===== src/rtl/pinbank_pkg.sv =====
package pinbank_pkg;
  localparam int unsigned BUS_W = 32;
  localparam int unsigned SEL_W = 4;
  localparam int unsigned MAX_PINS = 32;

  typedef enum logic [SEL_W-1:0] {
    SEL_LEVEL = 4'd0,
    SEL_DIR   = 4'd1,
    SEL_IEN   = 4'd2,
    SEL_RAW   = 4'd3,
    SEL_PEND  = 4'd4,
    SEL_ACK   = 4'd5,
    SEL_EDGE  = 4'd6,
    SEL_POL   = 4'd7,
    SEL_VER   = 4'd8,
    SEL_ANY   = 4'd9
  } sel_e;
endpackage


===== src/rtl/pinbank_sync.sv =====
module pinbank_sync #(
  parameter int unsigned WIDTH  = 32,
  parameter int unsigned STAGES = 2
) (
  input  logic             clk,
  input  logic             rst,
  input  logic [WIDTH-1:0] d_async,
  output logic [WIDTH-1:0] q_sync
);
  logic [WIDTH-1:0] chain_q [STAGES];

  generate
    for (genvar s = 0; s < STAGES; s++) begin : g_stage
      if (s == 0) begin : g_first
        always_ff @(posedge clk) begin
          if (rst) chain_q[s] <= '0;
          else     chain_q[s] <= d_async;
        end
      end else begin : g_next
        always_ff @(posedge clk) begin
          if (rst) chain_q[s] <= '0;
          else     chain_q[s] <= chain_q[s-1];
        end
      end
    end
  endgenerate

  assign q_sync = chain_q[STAGES-1];
endmodule


===== src/rtl/pinbank_detect.sv =====
module pinbank_detect #(
  parameter int unsigned PINS = 32
) (
  input  logic            clk,
  input  logic            rst,
  input  logic [PINS-1:0] lvl,
  input  logic [PINS-1:0] edge_sel,
  input  logic [PINS-1:0] pol_sel,
  input  logic [PINS-1:0] any_sel,
  output logic [PINS-1:0] evt
);
  logic [PINS-1:0] prev_q;

  always_ff @(posedge clk) begin
    if (rst) prev_q <= '0;
    else     prev_q <= lvl;
  end

  generate
    for (genvar i = 0; i < PINS; i++) begin : g_pin
      always_comb begin
        if (!edge_sel[i])
          evt[i] = pol_sel[i] ? lvl[i] : ~lvl[i];
        else if (any_sel[i])
          evt[i] = lvl[i] ^ prev_q[i];
        else if (pol_sel[i])
          evt[i] = lvl[i] & ~prev_q[i];
        else
          evt[i] = ~lvl[i] & prev_q[i];
      end
    end
  endgenerate
endmodule


===== src/rtl/pinbank_latch.sv =====
module pinbank_latch #(
  parameter int unsigned PINS = 32
) (
  input  logic            clk,
  input  logic            rst,
  input  logic [PINS-1:0] evt,
  input  logic            ack_we,
  input  logic [PINS-1:0] ack_bits,
  input  logic [PINS-1:0] ien,
  output logic [PINS-1:0] raw_q,
  output logic [PINS-1:0] pend,
  output logic            irq_q
);
  logic [PINS-1:0] clr_mask;

  assign clr_mask = ack_we ? ack_bits : '0;

  always_ff @(posedge clk) begin
    if (rst) raw_q <= '0;
    else     raw_q <= (raw_q & ~clr_mask) | evt;
  end

  assign pend = raw_q & ien;

  always_ff @(posedge clk) begin
    if (rst) irq_q <= 1'b0;
    else     irq_q <= |pend;
  end
endmodule


===== src/rtl/pinbank_irq.sv =====
module pinbank_irq
  import pinbank_pkg::*;
#(
  parameter int unsigned PINS        = 32,
  parameter int unsigned VERSION     = 3,
  parameter int unsigned SYNC_STAGES = 2
) (
  input  logic             clk,
  input  logic             rst,
  input  logic [SEL_W-1:0] bus_addr,
  input  logic             bus_we,
  input  logic [BUS_W-1:0] bus_wdata,
  output logic [BUS_W-1:0] bus_rdata,
  input  logic [PINS-1:0]  pin_in,
  output logic [PINS-1:0]  pin_out,
  output logic [PINS-1:0]  pin_oe,
  output logic             irq_out
);
  localparam bit HAS_ANY = (VERSION >= 3);

  logic [PINS-1:0] wbits;
  logic [PINS-1:0] out_q, dir_q, ien_q, edge_q, pol_q, oe_q, any_q;
  logic [PINS-1:0] lvl_sync, lvl_view, evt, raw_q, pend;
  logic            irq_q, ack_we;
  logic [BUS_W-1:0] rd_word, rdata_q;

  assign wbits  = bus_wdata[PINS-1:0];
  assign ack_we = bus_we && (bus_addr == SEL_ACK);

  always_ff @(posedge clk) begin
    if (rst) begin
      out_q  <= '0;
      dir_q  <= '0;
      oe_q   <= '1;
      ien_q  <= '0;
      edge_q <= '0;
      pol_q  <= '0;
    end else if (bus_we) begin
      case (bus_addr)
        SEL_LEVEL: out_q <= wbits;
        SEL_DIR: begin
          dir_q <= wbits;
          oe_q  <= ~wbits;
        end
        SEL_IEN:   ien_q  <= wbits;
        SEL_EDGE:  edge_q <= wbits;
        SEL_POL:   pol_q  <= wbits;
        default: ;
      endcase
    end
  end

  generate
    if (HAS_ANY) begin : g_any
      logic [PINS-1:0] any_r;
      always_ff @(posedge clk) begin
        if (rst)                                  any_r <= '0;
        else if (bus_we && (bus_addr == SEL_ANY)) any_r <= wbits;
      end
      assign any_q = any_r;
    end else begin : g_no_any
      assign any_q = '0;
    end
  endgenerate

  pinbank_sync #(.WIDTH(PINS), .STAGES(SYNC_STAGES)) u_sync (
    .clk     (clk),
    .rst     (rst),
    .d_async (pin_in),
    .q_sync  (lvl_sync)
  );

  pinbank_detect #(.PINS(PINS)) u_detect (
    .clk      (clk),
    .rst      (rst),
    .lvl      (lvl_sync),
    .edge_sel (edge_q),
    .pol_sel  (pol_q),
    .any_sel  (any_q),
    .evt      (evt)
  );

  pinbank_latch #(.PINS(PINS)) u_latch (
    .clk      (clk),
    .rst      (rst),
    .evt      (evt),
    .ack_we   (ack_we),
    .ack_bits (wbits),
    .ien      (ien_q),
    .raw_q    (raw_q),
    .pend     (pend),
    .irq_q    (irq_q)
  );

  assign lvl_view = (dir_q & lvl_sync) | (~dir_q & out_q);

  always_comb begin
    case (bus_addr)
      SEL_LEVEL: rd_word = BUS_W'(lvl_view);
      SEL_DIR:   rd_word = BUS_W'(dir_q);
      SEL_IEN:   rd_word = BUS_W'(ien_q);
      SEL_RAW:   rd_word = BUS_W'(raw_q);
      SEL_PEND:  rd_word = BUS_W'(pend);
      SEL_EDGE:  rd_word = BUS_W'(edge_q);
      SEL_POL:   rd_word = BUS_W'(pol_q);
      SEL_VER:   rd_word = BUS_W'(VERSION);
      SEL_ANY:   rd_word = BUS_W'(any_q);
      default:   rd_word = '0;
    endcase
  end

  always_ff @(posedge clk) begin
    if (rst) rdata_q <= '0;
    else     rdata_q <= rd_word;
  end

  assign bus_rdata = rdata_q;
  assign pin_out   = out_q;
  assign pin_oe    = oe_q;
  assign irq_out   = irq_q;
endmodule


===== config.mk =====
export PLATFORM = sky130hd
export DESIGN_NAME = pinbank_irq
export DESIGN_NICKNAME = d
export VERILOG_FILES = /design/src/rtl/pinbank_pkg.sv /design/src/rtl/pinbank_sync.sv /design/src/rtl/pinbank_detect.sv /design/src/rtl/pinbank_latch.sv /design/src/rtl/pinbank_irq.sv
export SDC_FILE = /design/constraint.sdc
export NUM_CORES = 1
export LEC_CHECK = 0
export BUFFER_PORTS_ARGS = -buffer_cell sky130_fd_sc_hd__buf_2
export CORE_UTILIZATION = 50
export CTS_CLUSTER_DIAMETER = 40
export DETAILED_ROUTE_END_ITERATION = 12
export GPL_ROUTABILITY_DRIVEN = 0
export PLACE_DENSITY = 0.74
export RECOVER_POWER = 25
export SYNTH_ARGS = -nofsm -noshare
export SYNTH_HDL_FRONTEND = slang
export SYNTH_SLANG_ARGS = --single-unit

===== constraint.sdc =====
create_clock -name clk -period 1.8 [get_ports clk]
set_clock_uncertainty 0.15 [all_clocks]
set_input_delay 0.09 -clock clk [delete_from_list [all_inputs] [get_ports clk]]
set_output_delay 0.09 -clock clk [all_outputs]
set_load 0.05 [all_outputs]

Word level (Yosys, flattened, before mapping)

Memory sizes are Yosys's and may differ from the RTL's.
Index checks and enable logic that the tools add are counted.

Memories: 1
Memory bits (writable): 64
Output and inout port bits: 97
Flip-flop bits (word level): 321

Reduce and logical (&&, ||, !) cells: 9
Eq/ne operators: 9
Bitwise gates (word level): 171
Mux-type cells: 135

Memories:

| memory         | depth | bits a word | rd ports | clocked after memory_dff | wr ports | line               | text |
|---|---|---|---|---|---|---|---|
| u_sync.chain_q | 2     | 32          | 2        | 0                        | 2        | pinbank_sync.sv:10 | `logic [WIDTH-1:0] chain_q [STAGES];` |

Operator list:

| kind               | number |
|---|---|
| $pmux 32 s9        | 1 |
| $mux 1             | 131 |
| $and 32x32->32     | 4 |
| $mux 32            | 3 |
| $not 32->32        | 3 |
| $and 1x1->1        | 64 |
| $not 1->1          | 64 |
| $or 32x32->32      | 2 |
| $reduce_or 32->1   | 1 |
| $xor 1x1->1        | 32 |
| $eq 4x3->1 const B | 4 |
| $reduce_and 2->1   | 5 |
| $eq 4x2->1 const B | 2 |
| $eq 4x4->1 const B | 2 |
| $eq 4x1->1 const B | 1 |
| $logic_not 4->1    | 1 |
| $logic_and 1x1->1  | 2 |
| $or 1x1->1         | 2 |

Logic depth before layout (Yosys ltp)

Gate-level depths: netlist of the first run.

Word-level depth: 6
Gate-level depth with buffers: 8

Hierarchy

Synthesis of the first run repeated with hierarchy kept, for this count alone.

Cells, all modules: 1993
Area, all modules: 17530.6 um2

By module, submodules not included:

| module         | cells each | instances | area each (um2) |
|---|---|---|---|
| pinbank_irq    | 1324       | 1         | 10986.8 |
| pinbank_detect | 355        | 1         | 3258.1 |
| pinbank_sync   | 135        | 1         | 1918.1 |
| pinbank_latch  | 179        | 1         | 1367.6 |

Worst setup path after synthesis of the first run

OpenSTA, ideal clock, no wires.

Path type: flip-flop to flip-flop
Start point: register out_q[28], in the netlist pin_out[28]
End point: register rdata_q[28], in the netlist bus_rdata[28]
Period minus slack after synthesis: 1.643 ns
Data arrival time: 1.422 ns
Slack: 0.157 ns
Cell stages (with the launch flop): 5
Setup time: 0.070 ns
Cell sequence: dfxtp_1 -> or3b_2 -> a21oi_1 -> a221oi_1 -> a21oi_1

Longest elaborated chain between the ends: 3

Ends and longest elaborated chain:

| element                | line               | text |
|---|---|---|
| start, declared        | pinbank_irq.sv:22  | `logic [PINS-1:0] out_q, dir_q, ien_q, edge_q, pol_q, oe_q, any_q;` |
| start signal, assigned | pinbank_irq.sv:40  | `SEL_LEVEL: out_q <= wbits;` |
| $and 32x32->32         | pinbank_irq.sv:95  | `assign lvl_view = (dir_q & lvl_sync) \| (~dir_q & out_q);` |
| $or 32x32->32          | pinbank_irq.sv:95  |  |
| $pmux 32 s9            | pinbank_irq.sv:98  | `case (bus_addr)` |
| end signal, assigned   | pinbank_irq.sv:114 | `else rdata_q <= rd_word;` |
| end, declared          | pinbank_irq.sv:25  | `logic [BUS_W-1:0] rd_word, rdata_q;` |

Every way passes these cells.
A chain may end at the register's enable or synchronous reset.

Worst setup path in the final report of the first run

Start point: input port bus_addr[3]
End point: register oe_q[11], in the netlist pin_oe[11]

Longest elaborated chain between the ends: 2

Ends and longest elaborated chain:

| element                    | line              | text |
|---|---|---|
| start, declared            | pinbank_irq.sv:10 | `input logic [SEL_W-1:0] bus_addr,` |
| $eq 4x1->1                 | pinbank_irq.sv:39 | `case (bus_addr)` |
| $reduce_and 2->1 (no line) | -                 |  |
| end signal, assigned       | pinbank_irq.sv:43 | `oe_q <= ~wbits;` |
| end, declared              | pinbank_irq.sv:22 |  |

Every way passes these cells.

==> results.cfg, run 1 <==
[power]
p_seq_share_pct = 43.3
switchingPower_uw = 5270
intPower_uw = 15400
power_frac_comb_pct = 7.7
clock_power_share_pct = 49.1
switching_share_pct = 25.5
power_density_nw_per_um2 = 979
leakagePower_uw = 0.00811
ir_drop_uv = 888

[worst_setup_path]
crit_required_ns = 2.11
critical_path.max_fanout = 58
worstPathArrival_ns = 2.08
slowest_stage = buf_4
start_kind = input port
end_kind = flip-flop
path_buf_inv = 3
crit_family = buffers and inverters
slowest_delay_ns = 0.63
worst-setup-path-type = input port to flip-flop
worstPathCellList = buf_2 -> nor2_2 -> clkbuf_2 -> nand3_1 -> buf_4 -> nor2_1 -> a211o_1

[floorplan]
core_area_sq_um = 33500
num_io_pins = 168
die_area_sq_um = 34900
die_w_um = 187
rows = 67
fp.dieH_um = 187
start_util_pct = 50.9

[clock_network]
clk_latency_ns = 0.58
clock-sinks = 385
root_buffer = clkbuf_16
cts_max_level = 2
cts.path.max_buffers = 3
cts_made_buffers = 49
tritoncts = done
clk_pin_slew_ns = 0.06

[logic_synthesis]
yosys_warnings = 0
ys_top_cells_by_count = nand2_1, dfxtp_1, a21oi_1, nor2_1, mux2i_1
synth_top_area_share_pct = 45.1
synth_area_leaders = dfxtp_1, nand2_1, a21oi_1
synth_flop_cell = dfxtp_1
synth_area_sq_um = 17100
synth_cell_types = 67
synth_edf_count = 0
synthCells = 2020
yosysTopAreaCell = dfxtp_1
synthArstFlopShare_pct = 0
synth-seq-cells = 385
synth_fp_nets = 2155
synth_seq_area_share_pct = 45.1
yosysMostFrequentCell = nand2_1
synth.avg_cell_area_sq_um = 8.46

[grt]
grt.overflow.total = 0
grt_pass1_vias = 15600
grt_pass1_wl_mm = 85.6
grt_start_max_net_pins = 137
grt_util_all_layers_pct = 31.2
grt_antenna_before_repair = 2

[place]
io_buffers = 167
hpwl_mm = 36.8
place_inst = 2575

[final_layout]
fin_nets = 2394
fin_cells = 2748
fin_util_pct = 63.0
area_growth_pct = 23.6
nFillCells = 2780
ff_latch_area_sq_um = 7710
multi_input_area_sq_um = 8320
drive_above_1_share_pct = 16.4

[sta]
setup_viol = 0
min_period_over_period_pct = 98.3
tns_ns = 0
finalHoldViolCount = 0
clock.fmax_mhz = 565
worst_slew_pin_slew_ns = 1.09
max_slew_margin_pct = 27.3
rsz0062_at_grt = false
fin_crit_ns = 1.77
slew_violations = 0

[detailed_routing]
drtIter0Drc = 2006
drc = 0
antenna_left = 0
drtPass1Iterations = 6
vias = 16100
wl_mm = 55.2
wl_per_cell_um = 20.1
via_per_inst = 5.85

[min_path]
min_path_type = input port to flip-flop

[status]
outcome = finished clean

[run]
cap_viol_max_count = 0
## power groups by stage
stage,Clock [uW],Combinational (uW),Sequential (uW)
after floorplan,0,795,9170
after global placement,0,1390,9110
after detailed placement,0,1420,9120
after CTS,10200,1560,8930
after global routing,10600,1680,8960
final,10100,1580,8940
## timing repair
item	4_1_cts	5_1_grt
setup buffers	0	0
endpoints found under the hold margin	329	0
hold buffers	81	0
gates resized for setup	0	0
## area by class of cell
| cell class | instances | area share [%] |
|---|---|---|
| multi-input cells | 1402 | 39.4 |
| well taps | 448 | 2.65 |
| repair buffers | 352 | 12.1 |
| diodes | 2 | 0.0237 |
| flip-flops and latches | 385 | 36.5 |
| inverters | 69 | 1.23 |
| clock inverters | 34 | 2.09 |
| clock buffers | 56 | 5.98 |
## registers in the layout, summed over array words and instances, names as in the netlist
| register | cells |
|---|---|
| u_detect.prev_q | 32 |
| edge_q | 32 |
| pin_oe | 32 |
| ien_q | 32 |
| u_latch.irq_q | 1 |
| bus_rdata | 32 |
| pol_q | 32 |
| u_latch.raw_q | 32 |
| u_sync.chain_q | 64 |
| dir_q | 32 |
| pin_out | 32 |
| any_q | 32 |
## path summary, 6_finish.rpt
kind	startpoint	to	slack, ns	depth (start not counted)
worst max-delay path	bus_addr[3]	pin_oe[11]	0.03	7
worst min-delay path	bus_addr[2]	bus_rdata[12]	0.003	4
worst max register to register	u_sync.chain_q[1][0]	u_latch.raw_q[0]	0.07	6
worst min register to register	u_sync.chain_q[0][9]	u_sync.chain_q[1][9]	0.27	1
## cells in the final DEF, fill, tap and decap left out, types with 6 or more instances in the layout
cell / instances
a211o_1: 32
a21o_1: 13
a21oi_1: 227
a221oi_1: 49
a22o_1: 20
a22oi_1: 14
a31oi_1: 17
a32oi_1: 7
and2_1: 6
and3_1: 9
buf_12: 13
buf_2: 166
buf_4: 79
bufinv_16: 6
clkbuf_1: 10
clkbuf_16: 49
clkbuf_2: 8
dfxtp_1: 385
dlygate4sd3_1: 81
ha_1: 64
inv_1: 69
inv_6: 9
mux2_2: 9
mux2i_1: 95
nand2_1: 418
nand2b_1: 13
nand3_1: 50
nor2_1: 153
nor2b_1: 72
o21ai_0: 34
o22ai_1: 7
xor2_1: 32
## per-stage QoR
| stage | hold slack (ns) | power (uW) | instance area (sq um) | worst slack (ns) |
|---|---|---|---|---|
| finish | 0.00294 | 20700 | 21100 | 0.0314 |
| global route | 0.0409 | 21200 | 21100 | 0.00674 |
| CTS | 0.0107 | 20700 | 21300 | 0.111 |
| detailed placement | 0.152 | 10500 | 18700 | -0.0549 |
| global placement | 0.146 | 10500 | 18700 | -0.0545 |
| floorplan | 0.0682 | 9960 | 17100 | 0.157 |
## routing by layer
metal | share of wire [%] | wire (um) | track usage [%]
met1 | 40 | 22000 | 40.4
met2 | 45 | 24800 | 49.5
met3 | 10 | 5650 | 6.23
met4 | 5.0 | 2790 | 15.8
met5 | 0 | 0 | 0
## cells by family after synthesis
logic type	count (synthesis)	synth area share, %
AND/OR/NAND/NOR	761	19.6
buffers and inverters	233	6.15
flip-flops	385	45.1
adder cells (fa/ha/maj)	64	4.69
XOR/XNOR	32	1.64
multiplexers	105	6.29
AO/OA/AOI/OAI	440	16.5
## worst register-to-register path: cells and delay by family (launching register included)
kind | cells | cell delay, ns
buffers and inverters | 1 | 0.12
flip-flops | 1 | 0.49
AO/OA/AOI/OAI | 1 | 0.31
multiplexers | 2 | 0.24
adder cells (fa/ha/maj) | 1 | 0.22
AND/OR/NAND/NOR | 1 | 0.08
No activity file was read; power rests on OpenSTA's default activity.
==> run 2: changes to the inputs <==
--- a/config.mk
+++ b/config.mk
@@ -5,7 +5,10 @@
 export SDC_FILE = /design/constraint.sdc
 export NUM_CORES = 1
 export LEC_CHECK = 0
+export ABC_AREA = 1
 export BUFFER_PORTS_ARGS = -buffer_cell sky130_fd_sc_hd__buf_2
+export CORE_ASPECT_RATIO = 0.75
+export CORE_MARGIN = 10
 export CORE_UTILIZATION = 50
 export CTS_CLUSTER_DIAMETER = 40
 export DETAILED_ROUTE_END_ITERATION = 12
==> run 2 against run 1 <==
Against the previous run: first-iteration DRC count shrank 15%; hold slack better by 0.064 ns; sequential power up 0.4%; critical path type unchanged; highest routed layer is now met5.
==> results.cfg, run 2 <==
[clock_network]
clk_latency_ns = 0.55
root_buffer = clkbuf_16
cts.path.max_buffers = 3
clk_pin_slew_ns = 0.06
cts_max_level = 2
tritoncts = done
clock-sinks = 385
postCtsSetupBuffers = 0
cts_made_buffers = 43

[logic_synthesis]
synth_edf_count = 0
synth-seq-cells = 385
synth_area_sq_um = 16900
synth_cell_types = 23
yosysMostFrequentCell = nand2_1
synth.avg_cell_area_sq_um = 7.19
yosysTopAreaCell = dfxtp_1
synth_top_area_share_pct = 45.6
synth_area_leaders = dfxtp_1, nand2_1, a21oi_1
synth_flop_cell = dfxtp_1
yosys_warnings = 0
ys_top_cells_by_count = nand2_1, dfxtp_1, inv_1, a21oi_1, o21ai_0
synth_seq_area_share_pct = 45.6
synthArstFlopShare_pct = 0
synth_fp_nets = 2488
synthCells = 2353

[run]
cap_viol_max_count = 0

[grt]
grt.overflow.total = 0
busiest_layer = met2
grt_start_max_net_pins = 99
grt_antenna_before_repair = 3
use_met3_pct = 5.03
use_met1_pct = 32.5
grt_util_all_layers_pct = 25.1
grt_use_met2_pct = 40.9
grt_pass1_vias = 15700
grt_pass1_wl_mm = 83.9

[detailed_routing]
wl_per_cell_um = 17.3
drtPass1Iterations = 8
via_per_inst = 5.35
wl_mm = 53.6
antenna_left = 0
drc = 0
vias = 16600
drtIter0Drc = 1710

[final_layout]
drive_above_1_share_pct = 10.6
nFillCells = 2958
multi_input_area_sq_um = 7460
fin_nets = 2754
largest_reg_flops = 64
fin_util_pct = 62.6
largest-register = u_sync.chain_q
ff_latch_area_sq_um = 7710
final_cell_mix = nand2_1, dfxtp_1, inv_1, a21oi_1, o21ai_0
area_growth_pct = 23.8
final_common_cell = nand2_1

[power]
leakagePower_uw = 0.00919
finalPower_uw = 19700
power_density_nw_per_um2 = 941
ir_drop_uv = 682

[place]
dp_slack_ns = 0.0227
hpwl_mm = 35.6
io_buffers = 167

[worst_setup_path]
end_kind = flip-flop
worst-setup-path-type = input port to flip-flop
cp-startpoint = bus_addr[1]
rrSetupSlack_ns = 0.32
critical_path.max_fanout = 11
r2r_cells = 6
worstPathArrival_ns = 2.04
r2r-start = u_latch.raw_q[14]
start_kind = input port
rr_endpoint = u_latch.irq_q
crit_required_ns = 2.11

[sta]
fin_ws_ns = 0.0739
tns_ns = 0
fin_crit_ns = 1.73
finalHoldViolCount = 0
max_slew_margin_pct = 57.8
min_period_over_period_pct = 95.9
slew_violations = 0
worst_slew_pin_slew_ns = 0.636
setup_viol = 0
fin_hold_ws_ns = 0.0671
clock.fmax_mhz = 579
rsz0062_at_grt = true

[floorplan]
die_w_um = 232
num_io_pins = 168
start_util_pct = 50.5
core_area_sq_um = 33500
rows = 58
fp.dieH_um = 179
die_area_sq_um = 41600

[min_path]
hold_path_startpoint = bus_addr[3]
min_path_cells = 8
holdPathEnd = bus_rdata[30]
min_path_type = input port to flip-flop

[status]
outcome = finished clean
==> run 2: worst max-delay path: stages <==
cell           delay [ns]
dlygate4sd3_1        0.57
buf_2                0.17
nor2_2               0.19
buf_4                0.26
nand2_1              0.10
buf_4                0.22
o21ai_0              0.19
nor2_1               0.07
a21oi_1              0.17
==> run 2: through the flow <==
step | area (sq um) | instances
after floorplan | 16900 | 2353
after global placement | 18500 | 2924
after detailed placement | 18500 | 2924
after CTS | 21000 | 3101
after global routing | 20900 | 3103
final | 20900 | 3104
==> run 2: timing repair <==
item	CTS	global route
hold buffers	100	0
hold endpoints to repair	360	0
gates resized for setup	0	2
setup endpoints to repair	0	23
==> run 2: final cells by class <==
| class | instances | share of cell area (%) |
|---|---|---|
| well taps | 450 | 2.69 |
| clock buffers | 53 | 5.61 |
| flip-flops and latches | 385 | 36.8 |
| inverters | 340 | 6.10 |
| diodes | 3 | 0.0359 |
| clock inverters | 24 | 1.38 |
| repair buffers | 334 | 11.7 |
| multi-input cells | 1515 | 35.6 |
==> run 2: worst max path at each step <==
stage	end	depth (start not counted)
global placement	bus_rdata[15]	8
global route	pol_q[29]	9
CTS	bus_rdata[15]	9
finish	bus_rdata[4]	9
floorplan	dir_q[24]	7
detailed placement	bus_rdata[15]	8
==> run 2: metal layers <==
metal / up-vias / wire [um]
met1: 7710 / 22900
met5: - / 13
li1: 8051 / -
met2: 709 / 24200
met3: 131 / 4790
met4: 2 / 1620
==> run 2: kinds of logic (layout without fill, tap and decap cells) <==
family,after synthesis,in the layout,synth area share (%)
simple gates,801,801,18.9
buf+inv,453,751,10.5
flops,385,385,45.6
xor+xnor,11,11,0.570
other cells,0,3,0
fa+ha+maj,64,64,4.74
compound gates,639,639,19.7
==> run 2: report_power, final <==
group          switching (uW)  total [uW]  internal [uW]  leakage, uW
Sequential                197        8980           8790      0.00314
Combinational            1050        1630            580      0.00533
Clock                    3680        9080           5400     0.000718
